==> config.mk <==
export PLATFORM = sky130hd
export DESIGN_NAME = lcd_timing_gen
export DESIGN_NICKNAME = d
export VERILOG_FILES = /design/src/rtl/lcd_tg_pkg.sv /design/src/rtl/lcd_tg_clkdiv.sv /design/src/rtl/lcd_tg_axis.sv /design/src/rtl/lcd_tg_irq.sv /design/src/rtl/lcd_timing_gen.sv
export SDC_FILE = /design/constraint.sdc
export NUM_CORES = 1
export LEC_CHECK = 0
export BUFFER_PORTS_ARGS = -buffer_cell sky130_fd_sc_hd__buf_4
export CAP_MARGIN = 40
export CORE_UTILIZATION = 30
export CTS_CLUSTER_SIZE = 16
export DETAILED_ROUTE_END_ITERATION = 6
export PLACE_DENSITY = 0.6
export SYNTH_ARGS = -nofsm -noshare
export SYNTH_HDL_FRONTEND = slang
export SYNTH_SLANG_ARGS = --single-unit
==> constraint.sdc <==
create_clock -name clk -period 3.3 [get_ports clk]
set_input_delay 0.33 -clock clk [delete_from_list [all_inputs] [get_ports clk]]
set_output_delay 0.33 -clock clk [all_outputs]
set_load 0.02 [all_outputs]
==> src/rtl/lcd_tg_pkg.sv <==
// Shared types for the raster timing generator.
// Assumes phases are visited in declaration order and wrap from the last to the first.
package lcd_tg_pkg;
    typedef enum logic [1:0] {
        PH_SYNC  = 2'd0,
        PH_BACK  = 2'd1,
        PH_ACT   = 2'd2,
        PH_FRONT = 2'd3
    } tg_phase_e;
endpackage

==> src/rtl/lcd_tg_clkdiv.sv <==
// Pixel-rate enable generator.
// Issues one pix_ce pulse every div_m1+1 input cycles when div_sel is set,
// or on every cycle when div_sel is clear. Assumes div_m1 may change at any
// time; a count above the new limit wraps at once.
module lcd_tg_clkdiv #(
    parameter int DIV_W = 8
) (
    input  logic             clk,
    input  logic             rst_n,
    input  logic             run,
    input  logic             div_sel,
    input  logic [DIV_W-1:0] div_m1,
    output logic             pix_ce
);
    logic [DIV_W-1:0] cnt_q;
    logic             at_lim;

    assign at_lim = (cnt_q >= div_m1);
    assign pix_ce = run & (~div_sel | at_lim);

    // Divide counter: free-runs while dividing, held at zero otherwise.
    always_ff @(posedge clk) begin
        if (!rst_n)                 cnt_q <= '0;
        else if (!run || !div_sel)  cnt_q <= '0;
        else if (at_lim)            cnt_q <= '0;
        else                        cnt_q <= cnt_q + 1'b1;
    end


    one_pulse_per_period_chk: assert property (@(posedge clk) disable iff (!rst_n)
        (pix_ce && div_sel && div_m1 != '0) |=> (!pix_ce || !div_sel || div_m1 == '0));


    bypass_every_cycle_chk: assert property (@(posedge clk) disable iff (!rst_n)
        (run && !div_sel) |-> pix_ce);
endmodule

==> src/rtl/lcd_tg_axis.sv <==
// One axis of the raster (horizontal or vertical).
// Steps through sync, back porch, active and front porch; each phase lasts its
// length field plus one advance pulses. Assumes adv is a single-cycle strobe.
// 'last' flags the final count of the front porch so that the caller can chain
// the next axis or detect the end of a frame.
module lcd_tg_axis
    import lcd_tg_pkg::*;
#(
    parameter int CW = 12
) (
    input  logic          clk,
    input  logic          rst_n,
    input  logic          run,
    input  logic          adv,
    input  logic [CW-1:0] len_sync,
    input  logic [CW-1:0] len_back,
    input  logic [CW-1:0] len_act,
    input  logic [CW-1:0] len_front,
    output tg_phase_e     phase,
    output logic          last
);
    tg_phase_e     ph_q;
    logic [CW-1:0] cnt_q;
    logic [CW-1:0] cur_len;
    logic          ph_done;

    // Length of the phase currently being counted.
    always_comb begin
        unique case (ph_q)
            PH_SYNC:  cur_len = len_sync;
            PH_BACK:  cur_len = len_back;
            PH_ACT:   cur_len = len_act;
            default:  cur_len = len_front;
        endcase
    end

    assign ph_done = (cnt_q >= cur_len);
    assign last    = (ph_q == PH_FRONT) && ph_done;
    assign phase   = ph_q;

    // Phase and count registers: step on adv, restart when halted.
    always_ff @(posedge clk) begin
        if (!rst_n || !run) begin
            ph_q  <= PH_SYNC;
            cnt_q <= '0;
        end else if (adv) begin
            if (ph_done) begin
                ph_q  <= tg_phase_e'(ph_q + 2'd1);
                cnt_q <= '0;
            end else begin
                cnt_q <= cnt_q + 1'b1;
            end
        end
    end


    phase_hold_chk: assert property (@(posedge clk) disable iff (!rst_n)
        (run && !adv) |=> $stable(ph_q));


    halt_restart_chk: assert property (@(posedge clk) disable iff (!rst_n)
        !run |=> (ph_q == PH_SYNC && cnt_q == '0));
endmodule

==> src/rtl/lcd_tg_irq.sv <==
// Frame interrupt pending flag.
// Set by a frame-start event when both enables are on; cleared by an
// acknowledge strobe (write-1-to-clear). A set in the same cycle wins.
module lcd_tg_irq (
    input  logic clk,
    input  logic rst_n,
    input  logic frame_start,
    input  logic master_en,
    input  logic frame_en,
    input  logic ack,
    output logic pending
);
    logic set_ev;

    assign set_ev = frame_start & master_en & frame_en;

    // Pending flag register with set priority over clear.
    always_ff @(posedge clk) begin
        if (!rst_n)      pending <= 1'b0;
        else if (set_ev) pending <= 1'b1;
        else if (ack)    pending <= 1'b0;
    end


    ack_clears_chk: assert property (@(posedge clk) disable iff (!rst_n)
        (ack && !frame_start) |=> !pending);


    gated_set_chk: assert property (@(posedge clk) disable iff (!rst_n)
        (!master_en || !frame_en) |=> !$rose(pending));
endmodule

==> src/rtl/lcd_timing_gen.sv <==
// Raster timing generator top.
// Combines the pixel-rate divider, a horizontal axis stepped by pix_ce, a
// vertical axis stepped at the end of each line, and the frame interrupt flag.
// Assumes all timing and control inputs come from a register file in the same
// clock domain.
module lcd_timing_gen
    import lcd_tg_pkg::*;
#(
    parameter int H_W   = 12,
    parameter int V_W   = 12,
    parameter int DIV_W = 8
) (
    input  logic             clk,
    input  logic             rst_n,
    input  logic             scan_en,
    input  logic             div_sel,
    input  logic [DIV_W-1:0] div_m1,
    input  logic [H_W-1:0]   h_sync_m1,
    input  logic [H_W-1:0]   h_back_m1,
    input  logic [H_W-1:0]   h_act_m1,
    input  logic [H_W-1:0]   h_front_m1,
    input  logic [V_W-1:0]   v_sync_m1,
    input  logic [V_W-1:0]   v_back_m1,
    input  logic [V_W-1:0]   v_act_m1,
    input  logic [V_W-1:0]   v_front_m1,
    input  logic             hs_pol,
    input  logic             vs_pol,
    input  logic             irq_master_en,
    input  logic             irq_frame_en,
    input  logic             irq_ack,
    output logic             pix_ce,
    output logic             hsync,
    output logic             vsync,
    output logic             de,
    output logic             irq_pending
);
    tg_phase_e h_ph, v_ph;
    logic      h_last, v_last;
    logic      line_end, frame_end;
    logic      hs_act, vs_act;

    lcd_tg_clkdiv #(.DIV_W(DIV_W)) i_div (
        .clk     (clk),
        .rst_n   (rst_n),
        .run     (scan_en),
        .div_sel (div_sel),
        .div_m1  (div_m1),
        .pix_ce  (pix_ce)
    );

    lcd_tg_axis #(.CW(H_W)) i_h_axis (
        .clk       (clk),
        .rst_n     (rst_n),
        .run       (scan_en),
        .adv       (pix_ce),
        .len_sync  (h_sync_m1),
        .len_back  (h_back_m1),
        .len_act   (h_act_m1),
        .len_front (h_front_m1),
        .phase     (h_ph),
        .last      (h_last)
    );

    assign line_end  = pix_ce & h_last;

    lcd_tg_axis #(.CW(V_W)) i_v_axis (
        .clk       (clk),
        .rst_n     (rst_n),
        .run       (scan_en),
        .adv       (line_end),
        .len_sync  (v_sync_m1),
        .len_back  (v_back_m1),
        .len_act   (v_act_m1),
        .len_front (v_front_m1),
        .phase     (v_ph),
        .last      (v_last)
    );

    assign frame_end = line_end & v_last;

    lcd_tg_irq i_irq (
        .clk         (clk),
        .rst_n       (rst_n),
        .frame_start (frame_end),
        .master_en   (irq_master_en),
        .frame_en    (irq_frame_en),
        .ack         (irq_ack),
        .pending     (irq_pending)
    );

    // Sync activity and polarity mapping.
    always_comb begin
        hs_act = scan_en && (h_ph == PH_SYNC);
        vs_act = scan_en && (v_ph == PH_SYNC);
        hsync  = hs_pol ? hs_act : ~hs_act;
        vsync  = vs_pol ? vs_act : ~vs_act;
        de     = scan_en && (h_ph == PH_ACT) && (v_ph == PH_ACT);
    end


    de_outside_sync_chk: assert property (@(posedge clk) disable iff (!rst_n)
        de |-> (!hs_act && !vs_act && pix_ce == pix_ce));


    irq_at_vsync_chk: assert property (@(posedge clk) disable iff (!rst_n)
        $rose(irq_pending) |-> (v_ph == PH_SYNC && h_ph == PH_SYNC));


    idle_outputs_chk: assert property (@(posedge clk) disable iff (!rst_n)
        !scan_en |-> (!de && !pix_ce && hsync == ~hs_pol && vsync == ~vs_pol));


    vert_step_chk: assert property (@(posedge clk) disable iff (!rst_n)
        (scan_en && !line_end) |=> $stable(v_ph));
endmodule

==> results_dict.tcl, run 1 <==
set metrics [dict create \
    busiest_layer "met2" \
    drtAntennaViolNets 0 \
    synth_edf_count 0 \
    synthCells 384 \
    cts_sinks 37 \
    setup_ws_ns 0.2104 \
    cts_buffers 5 \
    cp_max_fo 26 \
    post-route-period-util 0.9362 \
    critical_path_class "register to register" \
    antenna_found_initial 0 \
    grt.met2_usage 0.2909 \
    crit_path_frequent_cell "a21oi_1" \
    rows 37 \
    setup_tns_ns 0 \
    run_status "complete, but fails checks" \
    synth.distinct_cells 50 \
    diodes 0 \
    die_h_um 105.5 \
    wl_per_cell_um 14.05 \
    drive_above_1_share 0.3044 \
    rr_startpoint "i_h_axis.phase[0]$_SDFFE_PP0P_" \
    endpoint_kind "register" \
    reg2reg_slack_ns 0.21 \
    critPathMaxStageDelay_ns 0.61 \
    cts_tree "done" \
    grt_pass1_wl_mm 14.39 \
    synth_most_common_cell "ha_1" \
    start_kind "register" \
    drt-initial-drc-count 207 \
    portBuffers 117 \
    p_comb_frac 0.205 \
    die-area_mm2 0.01112 \
    worst_ep_arrival_time_ns 3.31 \
    num_vias 3362 \
    nNetsFinal 653 \
    synth_seq_area_share 0.2306 \
    grt_pass1_vias 3314 \
    drc 2 \
    grt_use_met1 0.1776 \
    final_hold_viol_count 0 \
    insertion_delay_ns 0.29 \
    drv_slew 0 \
    pin_count 118 \
    hp-start "rst_n" \
    path_clk_slew_ns 0.07 \
    routed_wl_mm 8.880 \
    leakage_nw 1.914 \
    ys_top_cells_by_count "45 x ha_1, 37 x dfxtp_1, 37 x nand2_1, 32 x o21ai_0, 29 x a21oi_1" \
    power_frac_clock 0.348 \
    synth_top_flop_cell "dfxtp_1" \
    place_ws_ns 0.1083 \
    max_cap_viol_count 0 \
    seqPwrFrac 0.447 \
    finalSetupViolations 0 \
    period_needed_ns 3.090 \
    ys_top_cells_by_area "dfxtp_1 23%, ha_1 18%, a222oi_1 7.5%" \
    post-route-util 0.4163 \
    slew_headroom 0.6046 \
    slowest_stage "or4_2" \
    grt_max_degree 27 \
    yosysTopAreaCell "dfxtp_1" \
    cts_buffer_depth 2 \
    path_buf_inv 2 \
    tightest_slew_ns 0.5905 \
    violations "DRC" \
    async_flop_share 0 \
    r2r_cells 12 \
    area_growth_pct 34.40 \
    netlist.area_leader.share 0.2306 \
    drt_pass1_iterations 7 \
    path_cells "inv_1 -> ha_2 -> a222oi_1 -> a21oi_1 -> ha_1 -> nand2b_4 -> a2111oi_4 -> nor4_2 -> nor4_4 -> buf_12 -> or4_2 -> a21oi_1" \
    powerDensity_mw_per_mm2 232.6 \
    r2r_end "i_v_axis.cnt_q[8]$_SDFFE_PP0N_" \
    fmax_ghz 0.3237 \
    grt_use_met3 0.02907 \
    p_sw_w 0.0002400 \
    syn_nets 542 \
    hold_path_class "input pin to register" \
    core_area_mm2 0.01037 \
    path_delay_family "simple AND/OR/NAND/NOR gates" \
    die_x_um 105.5 \
    finalPower_w 0.001004 \
    hold_path_depth 3 \
    dpl.hpwl_mm 7.178 \
    min_to "i_irq.pending$_SDFFE_PN0P_" \
    required_ns 3.52 \
    clock_skew_ns 0.005300 \
    grt-ovfl-total 0 \
    ys_ff_latch 37 \
    grt_usage 0.1576 \
    ir_drop_mv 0.1816 \
    cts_max_level 2 \
    gp_congestion 0.7766 \
    initial_core_util 0.3097 \
    sw_frac_of_total 0.2390 \
    syn_area_mm2 0.003212 \
    synth_warnings 0 \
    routed_via_density 5.320 \
    synth_area_per_cell_um2 8.364 \
    p_int_w 0.0007642 \
    root_buffer "clkbuf_8" \
    rsz0062_at_grt "no" \
]
[cells in the final DEF, fill, tap and decap left out, types with 2 or more instances in the layout]
cell / count
or3_1: 4
xnor2_1: 3
nor2_1: 19
a222oi_1: 24
o2111ai_1: 3
and4_1: 2
and3_1: 5
ha_2: 3
inv_1: 23
buf_12: 2
nand2b_1: 3
o21ai_4: 2
a31o_1: 2
ha_1: 42
a21o_1: 8
xor2_1: 11
nand2_1: 37
nand4_1: 12
a21oi_2: 2
clkbuf_8: 7
dfxtp_1: 37
or4_2: 2
nand2b_4: 2
o31ai_1: 12
nand3_1: 16
o21ai_0: 32
buf_4: 121
or4_1: 10
o21a_1: 2
a21oi_1: 29
[power groups by stage]
| stage | Clock (W) | Sequential (W) | Combinational (W) |
|---|---|---|---|
| 6_report | 0.000350 | 0.000449 | 0.000205 |
| 5_1_grt | 0.000377 | 0.000449 | 0.000225 |
| 4_1_cts | 0.000362 | 0.000449 | 0.000207 |
| 3_5_place_dp | 0 | 0.000460 | 0.000206 |
| 3_3_place_gp | 0 | 0.000460 | 0.000203 |
| 2_1_floorplan | 0 | 0.000459 | 0.0000849 |
[how the worst max path moves through the flow]
stage                                              start                              end  slack (ns)  cells after the start
after floorplan           i_h_axis.phase[0]$_SDFFE_PP0P_  i_v_axis.cnt_q[11]$_SDFFE_PP0N_        0.29                     13
after global placement    i_h_axis.phase[0]$_SDFFE_PP0P_   i_v_axis.cnt_q[8]$_SDFFE_PP0N_        0.19                     12
after detailed placement  i_h_axis.phase[0]$_SDFFE_PP0P_   i_v_axis.cnt_q[8]$_SDFFE_PP0N_        0.11                     12
after CTS                 i_h_axis.phase[0]$_SDFFE_PP0P_   i_v_axis.cnt_q[8]$_SDFFE_PP0N_        0.09                     12
after global routing      i_v_axis.phase[0]$_SDFFE_PP0P_       i_irq.pending$_SDFFE_PN0P_        0.02                     11
final                     i_h_axis.phase[0]$_SDFFE_PP0P_   i_v_axis.cnt_q[8]$_SDFFE_PP0N_        0.21                     12
[through the flow]
step	cells	cell area [µm²]	hold WS, ns
detailed placement	624	4208	0.4883
global route	632	4317	0.3304
CTS	632	4309	0.2982
global placement	624	4208	0.4779
finish	632	4317	0.2996
floorplan	384	3212	0.4489
[per-layer routing]
layer  share of wire  vias up
met5               0        -
met4           0.017        0
met1            0.42     1530
met2            0.49      119
met3           0.065       10
li1                -     1703
[tightest hold or removal path, delay by kind of cell]
kind	cells	cell delay (ns)
compound gates	1	0.06
buf+inv	1	0.10
simple gates	1	0.06
[cells by family (layout without fill, tap and decap cells)]
| group | count (synthesis) | count (layout) | synth area share |
|---|---|---|---|
| fa+ha+maj | 45 | 45 | 0.1753 |
| compound gates | 124 | 124 | 0.2813 |
| xor+xnor | 14 | 14 | 0.03818 |
| flops | 37 | 37 | 0.2306 |
| buf+inv | 42 | 154 | 0.06505 |
| simple gates | 122 | 122 | 0.2096 |
[state kept, by name, summed over array words and instances, names as in the netlist]
signal / cells
i_div.cnt_q: 8
i_h_axis.cnt_q: 12
i_h_axis.phase: 2
i_irq.pending: 1
i_v_axis.cnt_q: 12
i_v_axis.phase: 2
[what timing repair did]
action | 4_1_cts | 5_1_grt
endpoints found under the setup margin | 0 | 2
endpoints found under the hold margin | 0 | 0
hold buffers | 0 | 0
resized for setup | 0 | 3
setup buffers | 0 | 0
[area by class of cell]
class / count / area, µm²
clock buffer: 7 / 96.34
clock inverter: 1 / 5.005
fill: 1061 / 6053
inverter: 23 / 86.33
multi-input combinational: 305 / 2270
sequential: 37 / 740.7
tap: 136 / 170.2
timing repair buffer: 123 / 948.4
Note: power is estimated with default switching activity, not from simulation.
==> run 2: changes to the inputs <==
--- a/config.mk
+++ b/config.mk
@@ -7,10 +7,10 @@
 export LEC_CHECK = 0
 export BUFFER_PORTS_ARGS = -buffer_cell sky130_fd_sc_hd__buf_4
 export CAP_MARGIN = 40
-export CORE_UTILIZATION = 30
+export CORE_UTILIZATION = 45
 export CTS_CLUSTER_SIZE = 16
 export DETAILED_ROUTE_END_ITERATION = 6
-export PLACE_DENSITY = 0.6
+export PLACE_DENSITY = 0.81
 export SYNTH_ARGS = -nofsm -noshare
 export SYNTH_HDL_FRONTEND = slang
 export SYNTH_SLANG_ARGS = --single-unit
==> run 2 against run 1 <==
Effect of this change: the flow now finishes without violations; critical path type unchanged; wire length fell by 2.9%; largest power group unchanged; critical path depth did not move; die area fell by 33%; non-clock buffer count rose by 1; largest cell class unchanged.
==> results_dict.tcl, run 2 (synthesis results as in run 1) <==
set metrics [dict create \
    final_cell_mix "123 x buf_4, 41 x ha_1, 37 x nand2_1, 37 x dfxtp_1, 32 x o21ai_0" \
    fmax_ghz 0.3181 \
    powerDensity_mw_per_mm2 227.6 \
    sw_frac_of_total 0.2570 \
    slew_headroom 0.5920 \
    die-area_mm2 0.007480 \
    rows 30 \
    clock_skew_ns 0.007852 \
    drc 0 \
    path_clk_slew_ns 0.08 \
    setup_tns_ns 0 \
    die_h_um 86.49 \
    num_vias 3419 \
    seqPwrFrac 0.462 \
    portBuffers 117 \
    diodes 0 \
    die_x_um 86.49 \
    layout_commonest_cell "buf_4" \
    insertion_delay_ns 0.29 \
    period_needed_ns 3.143 \
    ir_drop_mv 0.2314 \
    grt-ovfl-total 0 \
    cts_buffer_depth 2 \
    n_fill_cell 628 \
    p_comb_frac 0.212 \
    drive_above_1_share 0.3119 \
    p_int_w 0.0007214 \
    max_cap_viol_count 0 \
    setup_ws_ns 0.1567 \
    drtAntennaViolNets 0 \
    area_growth_pct 32.80 \
    cts_sinks 37 \
    pin_count 118 \
    gp_congestion 0.7968 \
    grt_pass1_vias 3255 \
    endpoint_kind "register" \
    routed_via_density 5.766 \
    hold_path_class "input pin to register" \
    final_hold_viol_count 0 \
    cts_max_level 2 \
    tightest_slew_ns 0.6083 \
    finalPower_w 0.0009710 \
    leakage_nw 1.903 \
    routed_wl_mm 8.624 \
    run_status "finished clean" \
    start_kind "register" \
    grt_pass1_wl_mm 13.75 \
    final_cells 593 \
    reg2reg_slack_ns 0.16 \
    p_sw_w 0.0002496 \
    cts_buffers 5 \
    ctsHoldBuffers 0 \
    power_frac_clock 0.326 \
    root_buffer "clkbuf_8" \
    cp_max_fo 26 \
    place_ws_ns -0.01877 \
    wl_per_cell_um 14.54 \
    initial_core_util 0.4701 \
    drt-initial-drc-count 213 \
    dp_cells 583 \
    drt_pass1_iterations 7 \
    finalSetupViolations 0 \
    cts_tree "done" \
    nNetsFinal 654 \
    drv_slew 0 \
    critical_path_class "register to register" \
    reg_top3 "i_h_axis.cnt_q x12, i_v_axis.cnt_q x12, i_div.cnt_q x8" \
    core_area_mm2 0.006832 \
    grt_max_degree 27 \
    required_ns 3.53 \
    grt_usage 0.2265 \
    worst_ep_arrival_time_ns 3.37 \
    post-route-period-util 0.9525 \
    antenna_found_initial 0 \
    dpl.hpwl_mm 6.956 \
]
-- run 2: cell types whose count changed in the layout (fill, tap and decap cells not counted), sizes merged --
cell      before  now
clkbuf         7    5
clkinvlp       0    2
buf          123  124
clkinv         1    2
inv           23   22
-- run 2: final timing paths --
path,startpoint,endpoint,cells after the start
worst max-delay path,i_h_axis.phase[0]$_SDFFE_PP0P_,i_v_axis.cnt_q[8]$_SDFFE_PP0N_,12
worst min-delay path,rst_n,i_irq.pending$_SDFFE_PN0P_,3
worst max register to register,i_h_axis.phase[0]$_SDFFE_PP0P_,i_v_axis.cnt_q[8]$_SDFFE_PP0N_,12
worst min register to register,i_irq.pending$_SDFFE_PN0P_,i_irq.pending$_SDFFE_PN0P_,2
-- run 2: timing repair --
item,CTS,global route
pin swaps,0,1
gates resized for setup,2,5
setup endpoints to repair,1,13
buffers inserted,0,2
-- run 2: area by class of cell --
cell class	count	area (µm²)	share of cell area
Multi-Input combinational cell	305	2285	0.5356
Timing Repair Buffer	124	943.4	0.2212
Sequential cell	37	740.7	0.1737
Tap cell	96	120.1	0.02816
Inverter	23	90.09	0.02112
Clock buffer	5	68.82	0.01613
Clock inverter	3	17.52	0.004107
-- run 2: routing by layer --
metal,GRT usage,vias up,part of all wire
met4,0.07879,0,0.017
met5,0,-,0
li1,-,1703,-
met2,0.4380,124,0.52
met1,0.2474,1575,0.40
met3,0.03714,17,0.066
-- run 2: power groups by stage --
| stage | registers (W) | clock network, W | logic (W) |
|---|---|---|---|
| 6_report | 0.000449 | 0.000316 | 0.000206 |
| 5_1_grt | 0.000449 | 0.000336 | 0.000225 |
| 4_1_cts | 0.000449 | 0.000317 | 0.000207 |
| 3_5_place_dp | 0.000459 | 0 | 0.000205 |
| 3_3_place_gp | 0.000459 | 0 | 0.000200 |
| 2_1_floorplan | 0.000459 | 0 | 0.0000849 |
-- run 2: worst max-delay path: stages (launching register included) --
cell and delay (ns):
dfxtp_1 0.41, inv_1 0.10, ha_2 0.28, a222oi_1 0.34, a21oi_1 0.12, ha_1 0.28
nand2b_4 0.12, a2111oi_4 0.07, nor4_4 0.35, nor4_4 0.07, buf_12 0.17, or4_2 0.60
a21oi_1 0.15
-- run 2: stage by stage --
step           hold slack [ns]  cell area, µm²    util
6_report                0.2851            4265  0.6244
5_1_grt                 0.3077            4265  0.6244
4_1_cts                 0.2936            4237  0.6201
3_5_place_dp            0.4897            4138  0.6057
3_3_place_gp            0.4765            4138  0.6057
2_1_floorplan           0.4489            3212       -
